$ cat src/rtl/tail_pred_pkg.sv
package tail_pred_pkg;
  typedef enum logic [1:0] {
    EW_8  = 2'b00,
    EW_16 = 2'b01,
    EW_32 = 2'b10,
    EW_32X = 2'b11
  } elem_w_e;
endpackage

$ cat src/rtl/tail_lane_cfg.sv
module tail_lane_cfg #(
  parameter int VEC_BYTES = 16,
  localparam int LW = $clog2(VEC_BYTES + 1)
) (
  input  tail_pred_pkg::elem_w_e width_i,
  output logic [LW-1:0]          lanes_o,
  output logic [1:0]             shift_o
);
  import tail_pred_pkg::*;

  always_comb begin
    unique case (width_i)
      EW_8:    shift_o = 2'd0;
      EW_16:   shift_o = 2'd1;
      default: shift_o = 2'd2;
    endcase
    lanes_o = LW'(VEC_BYTES) >> shift_o;
  end
endmodule

$ cat src/rtl/tail_remain_cnt.sv
module tail_remain_cnt #(
  parameter int CNT_W = 16,
  parameter int LW    = 5
) (
  input  logic             clk_i,
  input  logic             rst_ni,
  input  logic             load_i,
  input  logic [CNT_W-1:0] count_i,
  input  logic             adv_i,
  input  logic [LW-1:0]    lanes_i,
  output logic [CNT_W-1:0] rem_o
);
  logic [CNT_W-1:0] rem_q, rem_d, lanes_ext;
  logic             over;

  assign lanes_ext = CNT_W'(lanes_i);
  assign over      = rem_q > lanes_ext;

  always_comb begin
    rem_d = rem_q;
    if (load_i)     rem_d = count_i;
    else if (adv_i) rem_d = over ? rem_q - lanes_ext : '0;
  end

  always_ff @(posedge clk_i or negedge rst_ni) begin
    if (!rst_ni) rem_q <= '0;
    else         rem_q <= rem_d;
  end

  assign rem_o = rem_q;

  a_r3_load_wins: assert property (@(posedge clk_i) disable iff (!rst_ni)
    load_i |=> rem_q == $past(count_i));
  a_r7_saturate: assert property (@(posedge clk_i) disable iff (!rst_ni)
    (adv_i && !load_i && rem_q <= lanes_ext) |=> rem_q == '0);
  a_r7_step: assert property (@(posedge clk_i) disable iff (!rst_ni)
    (adv_i && !load_i && rem_q > lanes_ext) |=> rem_q == $past(rem_q) - $past(lanes_ext));
  a_r10_hold: assert property (@(posedge clk_i) disable iff (!rst_ni)
    (!adv_i && !load_i) |=> $stable(rem_q));
endmodule

$ cat src/rtl/tail_mask_gen.sv
module tail_mask_gen #(
  parameter int CNT_W     = 16,
  parameter int VEC_BYTES = 16,
  localparam int LW = $clog2(VEC_BYTES + 1)
) (
  input  logic [CNT_W-1:0]     rem_i,
  input  logic [LW-1:0]        lanes_i,
  input  logic [1:0]           shift_i,
  output logic [VEC_BYTES-1:0] mask_o
);
  logic [LW-1:0] act_lanes;
  logic [LW+1:0] act_bytes;

  assign act_lanes = (rem_i >= CNT_W'(lanes_i)) ? lanes_i : LW'(rem_i);
  assign act_bytes = (LW+2)'(act_lanes) << shift_i;

  for (genvar b = 0; b < VEC_BYTES; b++) begin : g_byte
    assign mask_o[b] = (LW+2)'(b) < act_bytes;
  end
endmodule

$ cat src/rtl/tail_pred_gen.sv
module tail_pred_gen #(
  parameter int CNT_W     = 16,
  parameter int VEC_BYTES = 16,
  localparam int LW = $clog2(VEC_BYTES + 1)
) (
  input  logic                 clk_i,
  input  logic                 rst_ni,
  input  logic                 load_i,
  input  logic [CNT_W-1:0]     count_i,
  input  logic [1:0]           width_i,
  input  logic                 adv_i,
  output logic [VEC_BYTES-1:0] mask_o,
  output logic                 last_o,
  output logic                 done_o
);
  import tail_pred_pkg::*;

  elem_w_e          w_q;
  logic [LW-1:0]    lanes;
  logic [1:0]       shift;
  logic [CNT_W-1:0] rem;

  always_ff @(posedge clk_i or negedge rst_ni) begin
    if (!rst_ni)     w_q <= EW_8;
    else if (load_i) w_q <= elem_w_e'(width_i);
  end

  tail_lane_cfg #(.VEC_BYTES(VEC_BYTES)) u_cfg (
    .width_i(w_q), .lanes_o(lanes), .shift_o(shift)
  );

  tail_remain_cnt #(.CNT_W(CNT_W), .LW(LW)) u_cnt (
    .clk_i, .rst_ni, .load_i, .count_i, .adv_i,
    .lanes_i(lanes), .rem_o(rem)
  );

  tail_mask_gen #(.CNT_W(CNT_W), .VEC_BYTES(VEC_BYTES)) u_mask (
    .rem_i(rem), .lanes_i(lanes), .shift_i(shift), .mask_o(mask_o)
  );

  assign done_o = rem == '0;
  assign last_o = !done_o && rem <= CNT_W'(lanes);

  a_r9_done_clear: assert property (@(posedge clk_i) disable iff (!rst_ni)
    done_o |-> mask_o == '0);
  a_r5_full: assert property (@(posedge clk_i) disable iff (!rst_ni)
    (!done_o && !last_o) |-> &mask_o);
  a_r6_contig: assert property (@(posedge clk_i) disable iff (!rst_ni)
    (mask_o & (mask_o + 1'b1)) == '0);
  a_r8_last_excl: assert property (@(posedge clk_i) disable iff (!rst_ni)
    !(last_o && done_o));
endmodule

$ cat config.mk
export PLATFORM = sky130hd
export DESIGN_NAME = tail_pred_gen
export DESIGN_NICKNAME = d
export VERILOG_FILES = /design/src/rtl/tail_pred_pkg.sv /design/src/rtl/tail_lane_cfg.sv /design/src/rtl/tail_remain_cnt.sv /design/src/rtl/tail_mask_gen.sv /design/src/rtl/tail_pred_gen.sv
export SDC_FILE = /design/constraint.sdc
export NUM_CORES = 1
export LEC_CHECK = 0
export ABC_AREA = 1
export BUFFER_PORTS_ARGS = -buffer_cell sky130_fd_sc_hd__buf_2
export CAP_MARGIN = 5
export CORE_MARGIN = 1
export CORE_UTILIZATION = 39
export DETAILED_ROUTE_END_ITERATION = 16
export GPL_TIMING_DRIVEN = 0
export HOLD_SLACK_MARGIN = 0.03
export PLACE_DENSITY_LB_ADDON = 0.2
export SLEW_MARGIN = 25
export SYNTH_ARGS = -nofsm -noshare
export SYNTH_HDL_FRONTEND = slang
export SYNTH_HIERARCHICAL = 1
export SYNTH_SLANG_ARGS = --single-unit
$ cat constraint.sdc
create_clock -name clk_i -period 2.7 [get_ports clk_i]
set_input_delay 0.135 -clock clk_i [delete_from_list [all_inputs] [get_ports clk_i]]
set_output_delay 0.135 -clock clk_i [all_outputs]
set_load 0.01 [all_outputs]
==> results.cfg, run 1 <==
[synth]
async_reset_ff_share_pct = 100
synth_top_area_share_pct = 19.3
netlist_instances = 366
ys_seq_area_share_pct = 19.3
yosysUniqueCellTypes = 41
ys_ff_latch = 18
yosysTopAreaCell = dfrtp_1
synth_area_um2 = 2330
avgSynthCellArea_um2 = 6.37
synth_area_leaders = dfrtp_1 19%, nand2_1 18%, inv_1 8.4%
synth_edf_count = 0
ys_warn_count = 6
ys.flop_type = dfrtp_1

[detailed_routing]
post_drt_via_cell_ratio = 5.01
drt_iter0_drc = 97
routedWlPerCell_um = 12.9
ant_nets = 0
routed_wirelength_um = 6420
first_pass_iters = 4
drc_errors = 0
dr_total_vias = 2500

[worst_setup_path]
critical_path.max_fanout = 7
reg2reg_from = w_q[1]$_DFFE_PN0P_
path_class = flop to output pin
critPathLaunchType = flop
cp.arrival_ns = 2.51
worst_r2r_path_depth = 10
rrSetupSlack_ns = 0.51
reg2reg_to = u_cnt/rem_o[4]$_DFFE_PN0P_
cp.required_ns = 2.57
worstSetupEndpointType = output pin

[hold_path]
min_to = u_cnt/rem_o[8]$_DFFE_PN0P_
hp-start = count_i[8]
min_path_type = input pin to flop
hold_depth = 3

[placed_design]
dp_hpwl_um = 4650
post-place-ws_ns = 0.0928
gp_congestion = 0.845
port-buffer-count = 39

[floorplan]
rows = 27
ios = 40
die_h_um = 79.3
die_x_um = 79.3
start_util_pct = 41.3
die_area_um2 = 6290
coreArea_um2 = 5640

[timing]
maxSlewHeadroom_pct = 62.8
slew_viol_final = 0
worst_pin_slew_ns = 0.558
setup_viol = 0
rsz0062_at_grt = true
min_period_ns = 2.65
final-hold-violation-count = 0
fin_skew_ns = 0.00663
layout_setup_ws_ns = 0.0530
period_share_pct = 98.0
fmax_mhz = 378

[finish]
regArea_um2 = 453
layout.nets = 466
multiInputGateArea_um2 = 1800
final_core_util_pct = 53.9
fillers = 586
area_delta_synth_final_pct = 30.4
diodes = 0
drive_gt1_share_pct = 35.1

[global_routing]
antenna_found_initial = 0
grt_overflow = 0
globalRouteTotalUtil_pct = 20.9
grt_max_degree = 19
grt_pass1_vias = 2241
grt_pass1_wl_um = 10300

[power_and_ir_drop]
vdd_drop_max_v = 0.000293
p_leak_nw = 1.51
power_density_nw_per_um2 = 497

[clock_network]
clk_path_buf_depth = 2
clkTransAtPathRegs_ns = 0.08
root_buffer = clkbuf_8
clk_latency_ns = 0.27
htree_levels = 1
tritoncts = built
cts_buffers = 3
cts.sinks = 18

[outcome]
status = complete, no violations

[run]
maxCapViolations = 0
==> layer usage <==
| layer | GRT usage, % | up-vias | wire length [µm] |
|---|---|---|---|
| li1 | - | 1287 | - |
| met1 | 29.6 | 1159 | 3140 |
| met2 | 34.3 | 49 | 3020 |
| met3 | 2.41 | 5 | 210 |
| met4 | 3.82 | 0 | 52 |
| met5 | 0 | - | 0 |
==> per-stage QoR <==
stage / hold slack, ns / TNS [ns] / instance area (µm²) / power, mW / cells
after floorplan: -0.161 / 0 / 2340 / 0.926 / 367
after global placement: 0.0984 / 0 / 2620 / 1.11 / 478
after detailed placement: 0.111 / 0 / 2620 / 1.12 / 478
after CTS: 0.0550 / 0 / 2740 / 1.38 / 487
after global routing: 0.0703 / -0.562 / 3040 / 1.64 / 499
final: 0.0626 / 0 / 3040 / 1.51 / 499
==> power breakdown <==
group	switching [mW]	internal, mW
clock network	0.112	0.130
registers	0.0875	0.307
logic	0.512	0.361
total	0.712	0.798
==> Yosys cell counts, types with 5 or more instances <==
library cell,number
nand3_1,35
a22oi_1,11
o21ai_2,8
nand2_1,111
ha_1,15
nor2_1,35
o21ai_0,7
inv_2,5
nand2_2,7
inv_1,52
nand4_1,8
nor2_2,8
dfrtp_1,18
==> cells by family (layout without fill, tap and decap cells) <==
family | after synthesis | after routing | share of synthesized area [%]
multiplexers | 2 | 2 | 0.966
other | 1 | 2 | 0.161
buffers and inverters | 67 | 126 | 12.1
XOR/XNOR | 4 | 4 | 1.50
AND/OR/NAND/NOR | 219 | 219 | 44.3
flip-flops | 18 | 18 | 19.3
adder cells (fa/ha/maj) | 16 | 16 | 8.91
AO/OA/AOI/OAI | 39 | 40 | 12.7
==> sequential cells by signal, summed over array words and instances (netlist names) <==
| signal | cells |
|---|---|
| u_cnt/rem_o | 16 |
| w_q | 2 |
==> layout by cell type, fill, tap and decap left out, types with 12 or more instances in the layout <==
cell and count:
inv_1 48, nand3_2 13, dfrtp_1 16, ha_1 12, nor2_1 30, nand3_1 26, nand2_2 14, nand2_1 101
buf_2 37, buf_4 17
==> layout make-up <==
type / count / share of cell area [%]
multi-input combinational: 283 / 59.1
sequential: 18 / 14.9
timing repair buffer: 55 / 11.6
inverter: 57 / 7.03
tap: 72 / 2.96
buffer: 10 / 2.63
clock buffer: 4 / 1.81
==> critical path: stages, from the launching register on <==
cell	delay (ns)
dfrtp_2	0.47
nor2_4	0.15
inv_2	0.06
ha_4	0.27
nand2_2	0.04
inv_1	0.04
nand2_1	0.06
nand2_2	0.08
nand2_4	0.10
nand2_8	0.13
nand2_4	0.05
nand3_1	0.07
nand2_2	0.09
buf_4	0.15
nand2_2	0.09
o21ai_2	0.11
o21ai_1	0.15
buf_2	0.15
==> worst max path at each step <==
stage	start	to	slack, ns
floorplan	w_q[1]$_DFFE_PN0P_	mask_o[13]	0.44
global placement	w_q[1]$_DFFE_PN0P_	mask_o[2]	0.10
detailed placement	w_q[1]$_DFFE_PN0P_	mask_o[2]	0.09
CTS	w_q[1]$_DFFE_PN0P_	mask_o[14]	0.01
global route	w_q[1]$_DFFE_PN0P_	mask_o[13]	-0.12
finish	w_q[1]$_DFFE_PN0P_	mask_o[11]	0.05
==> repair_timing <==
action / 4_1_cts / 5_1_grt
hold buffers: 1 / 0
resized for setup: 8 / 50
setup buffers: 4 / 10
pin swaps: 4 / 20
gates cloned: 0 / 2
endpoints found under the setup margin: 16 / 16
hold endpoints to repair: 18 / 0
Note: power is estimated with default switching activity, not from simulation.
==> run 2, diff against run 1 <==
--- a/config.mk
+++ b/config.mk
@@ -9,7 +9,7 @@
 export BUFFER_PORTS_ARGS = -buffer_cell sky130_fd_sc_hd__buf_2
 export CAP_MARGIN = 5
 export CORE_MARGIN = 1
-export CORE_UTILIZATION = 39
+export CORE_UTILIZATION = 57
 export DETAILED_ROUTE_END_ITERATION = 16
 export GPL_TIMING_DRIVEN = 0
 export HOLD_SLACK_MARGIN = 0.03
==> results.cfg, run 2 (same netlist as run 1, synthesis figures left out) <==
[global_routing]
grt_max_degree = 19
globalRouteTotalUtil_pct = 29.5
grt_overflow = 0
grt_pass1_vias = 2313
antenna_found_initial = 0
grt_pass1_wl_um = 10000

[worst_setup_path]
crit_path_cell_trace = nor2_4 -> inv_2 -> ha_2 -> nor2_1 -> nand2_1 -> nor2_4 -> buf_4 -> nand3_1 -> nand3_2 -> nand2_4 -> o21bai_1 -> nand2_1 -> nand2_1 -> nand2_2 -> buf_6
path_class = flop to output pin
critPathLaunchType = flop
cp.arrival_ns = 2.66
critical_path.max_fanout = 5
cp_slowest_stage_delay_ns = 0.47
crit_top_cell = nand2_1
cp.required_ns = 2.57
rrSetupSlack_ns = 0.59
cp_top_family = simple AND/OR/NAND/NOR gates
cp_slowest_cell = dfrtp_2
critPathBufInv = 3
worstSetupEndpointType = output pin

[timing]
worst_pin_slew_ns = 0.565
period_share_pct = 104
slew_viol_final = 0
maxSlewHeadroom_pct = 62.3
fin_skew_ns = 0.00633
layout_setup_ws_ns = -0.0947
final-hold-violation-count = 0
whs_ns = 0.0843
fmax_mhz = 358
min_period_ns = 2.79
setup_viol = 15
rsz0062_at_grt = true

[finish]
fillers = 271
drive_gt1_share_pct = 34.8
final_cell_mix = 98 x nand2_1, 48 x inv_1, 32 x buf_2
area_delta_synth_final_pct = 30.9
diodes = 0
largest_reg_flops = 16
design_area_um2 = 3050
multiInputGateArea_um2 = 1860
final_common_cell = nand2_1
regArea_um2 = 452
layout.nets = 460

[outcome]
violations = negative setup slack
status = finished with violations

[detailed_routing]
routed_wirelength_um = 6740
drc_errors = 0
post_drt_via_cell_ratio = 5.57
drt_iter0_drc = 167
first_pass_iters = 4
dr_total_vias = 2607
routedWlPerCell_um = 14.4
ant_nets = 0

[power_and_ir_drop]
vdd_drop_max_v = 0.000406
internal_power_mw = 0.784
power.switching_mw = 0.726
switching_share_pct = 48.1
p_comb_share_pct = 61.7
total_power_mw = 1.51
clkPwrFrac_pct = 12.4
p_leak_nw = 1.51
seqPwrFrac_pct = 26.0
power_density_nw_per_um2 = 495

[clock_network]
clk_latency_ns = 0.25
clk_path_buf_depth = 2
cts_buffers = 3
htree_levels = 1
clkTransAtPathRegs_ns = 0.07
cts.sinks = 18
tritoncts = built
root_buffer = clkbuf_8

[floorplan]
die_area_um2 = 4350
die_h_um = 66.0
die_x_um = 66.0
rows = 22
ios = 40
start_util_pct = 61.4
coreArea_um2 = 3800

[placed_design]
dp_hpwl_um = 4370
port-buffer-count = 39
gp_congestion = 0.948
place_area_um2 = 2590

[hold_path]
min_path_type = input pin to flop

[run]
maxCapViolations = 0
## run 2: cell count changes in the layout (fill, tap and decap cells not counted), moves of 4 or more
cell,change
nand2_4,+5
buf_2,-5
nand3_1,-4
nand3_4,+4
buf_6,+7
buf_4,-8
## run 2: per-stage QoR
| stage | util [%] | setup WS (ns) | instances | setup TNS, ns |
|---|---|---|---|---|
| 6_report | 80.4 | -0.0947 | 468 | -0.770 |
| 5_1_grt | 80.4 | -0.315 | 468 | -3.25 |
| 4_1_cts | 71.7 | 0.00729 | 462 | 0 |
| 3_5_place_dp | 68.2 | 0.0504 | 454 | 0 |
| 3_3_place_gp | 68.2 | 0.107 | 454 | 0 |
| 2_1_floorplan | - | 0.441 | 367 | 0 |
## run 2: timing repair
action / 4_1_cts / 5_1_grt
setup endpoints to repair: 16 / 16
hold endpoints to repair: 18 / 0
gates cloned: 1 / 1
pin swaps: 9 / 22
resized for setup: 11 / 66
hold buffers: 1 / 0
setup buffers: 3 / 5
## run 2: layer usage
layer / vias up / track usage [%] / wire, µm / part of all wire, %
met5: - / 0 / 0 / 0
met4: 0 / 7.18 / 157 / 2.3
met3: 19 / 1.90 / 334 / 5.0
met2: 97 / 53.2 / 3440 / 51
met1: 1205 / 37.8 / 2810 / 42
li1: 1286 / - / - / -
## run 2: final timing paths
kind | startpoint | endpoint | depth (start not counted)
worst max-delay path | w_q[1]$_DFFE_PN0P_ | mask_o[8] | 15
worst min-delay path | count_i[8] | u_cnt/rem_o[8]$_DFFE_PN0P_ | 3
worst max register to register | w_q[0]$_DFFE_PN0P_ | u_cnt/rem_o[11]$_DFFE_PN0P_ | 12
worst min register to register | u_cnt/rem_o[15]$_DFFE_PN0P_ | u_cnt/rem_o[15]$_DFFE_PN0P_ | 2
max in group asynchronous | rst_ni | w_q[1]$_DFFE_PN0P_ | 2
min in group asynchronous | rst_ni | u_cnt/rem_o[10]$_DFFE_PN0P_ | 2
## run 2: worst min-delay path, stage by stage
cell and delay [ns]:
buf_2 0.08, nand2_1 0.04, nand2_1 0.05
## run 2: power groups by stage
stage | clock [mW] | combinational, mW | sequential (mW)
after floorplan | 0 | 0.564 | 0.363
after global placement | 0 | 0.700 | 0.388
after detailed placement | 0 | 0.724 | 0.388
after CTS | 0.193 | 0.765 | 0.387
after global routing | 0.201 | 1.03 | 0.399
final | 0.187 | 0.931 | 0.392
## run 2: layout make-up
class / instances / share of cell area [%]
clock buffer: 3 / 1.35
sequential: 18 / 14.8
tap: 48 / 1.97
inverter: 57 / 7.01
buffer: 10 / 2.62
timing repair buffer: 49 / 11.4
multi-input combinational: 283 / 60.9
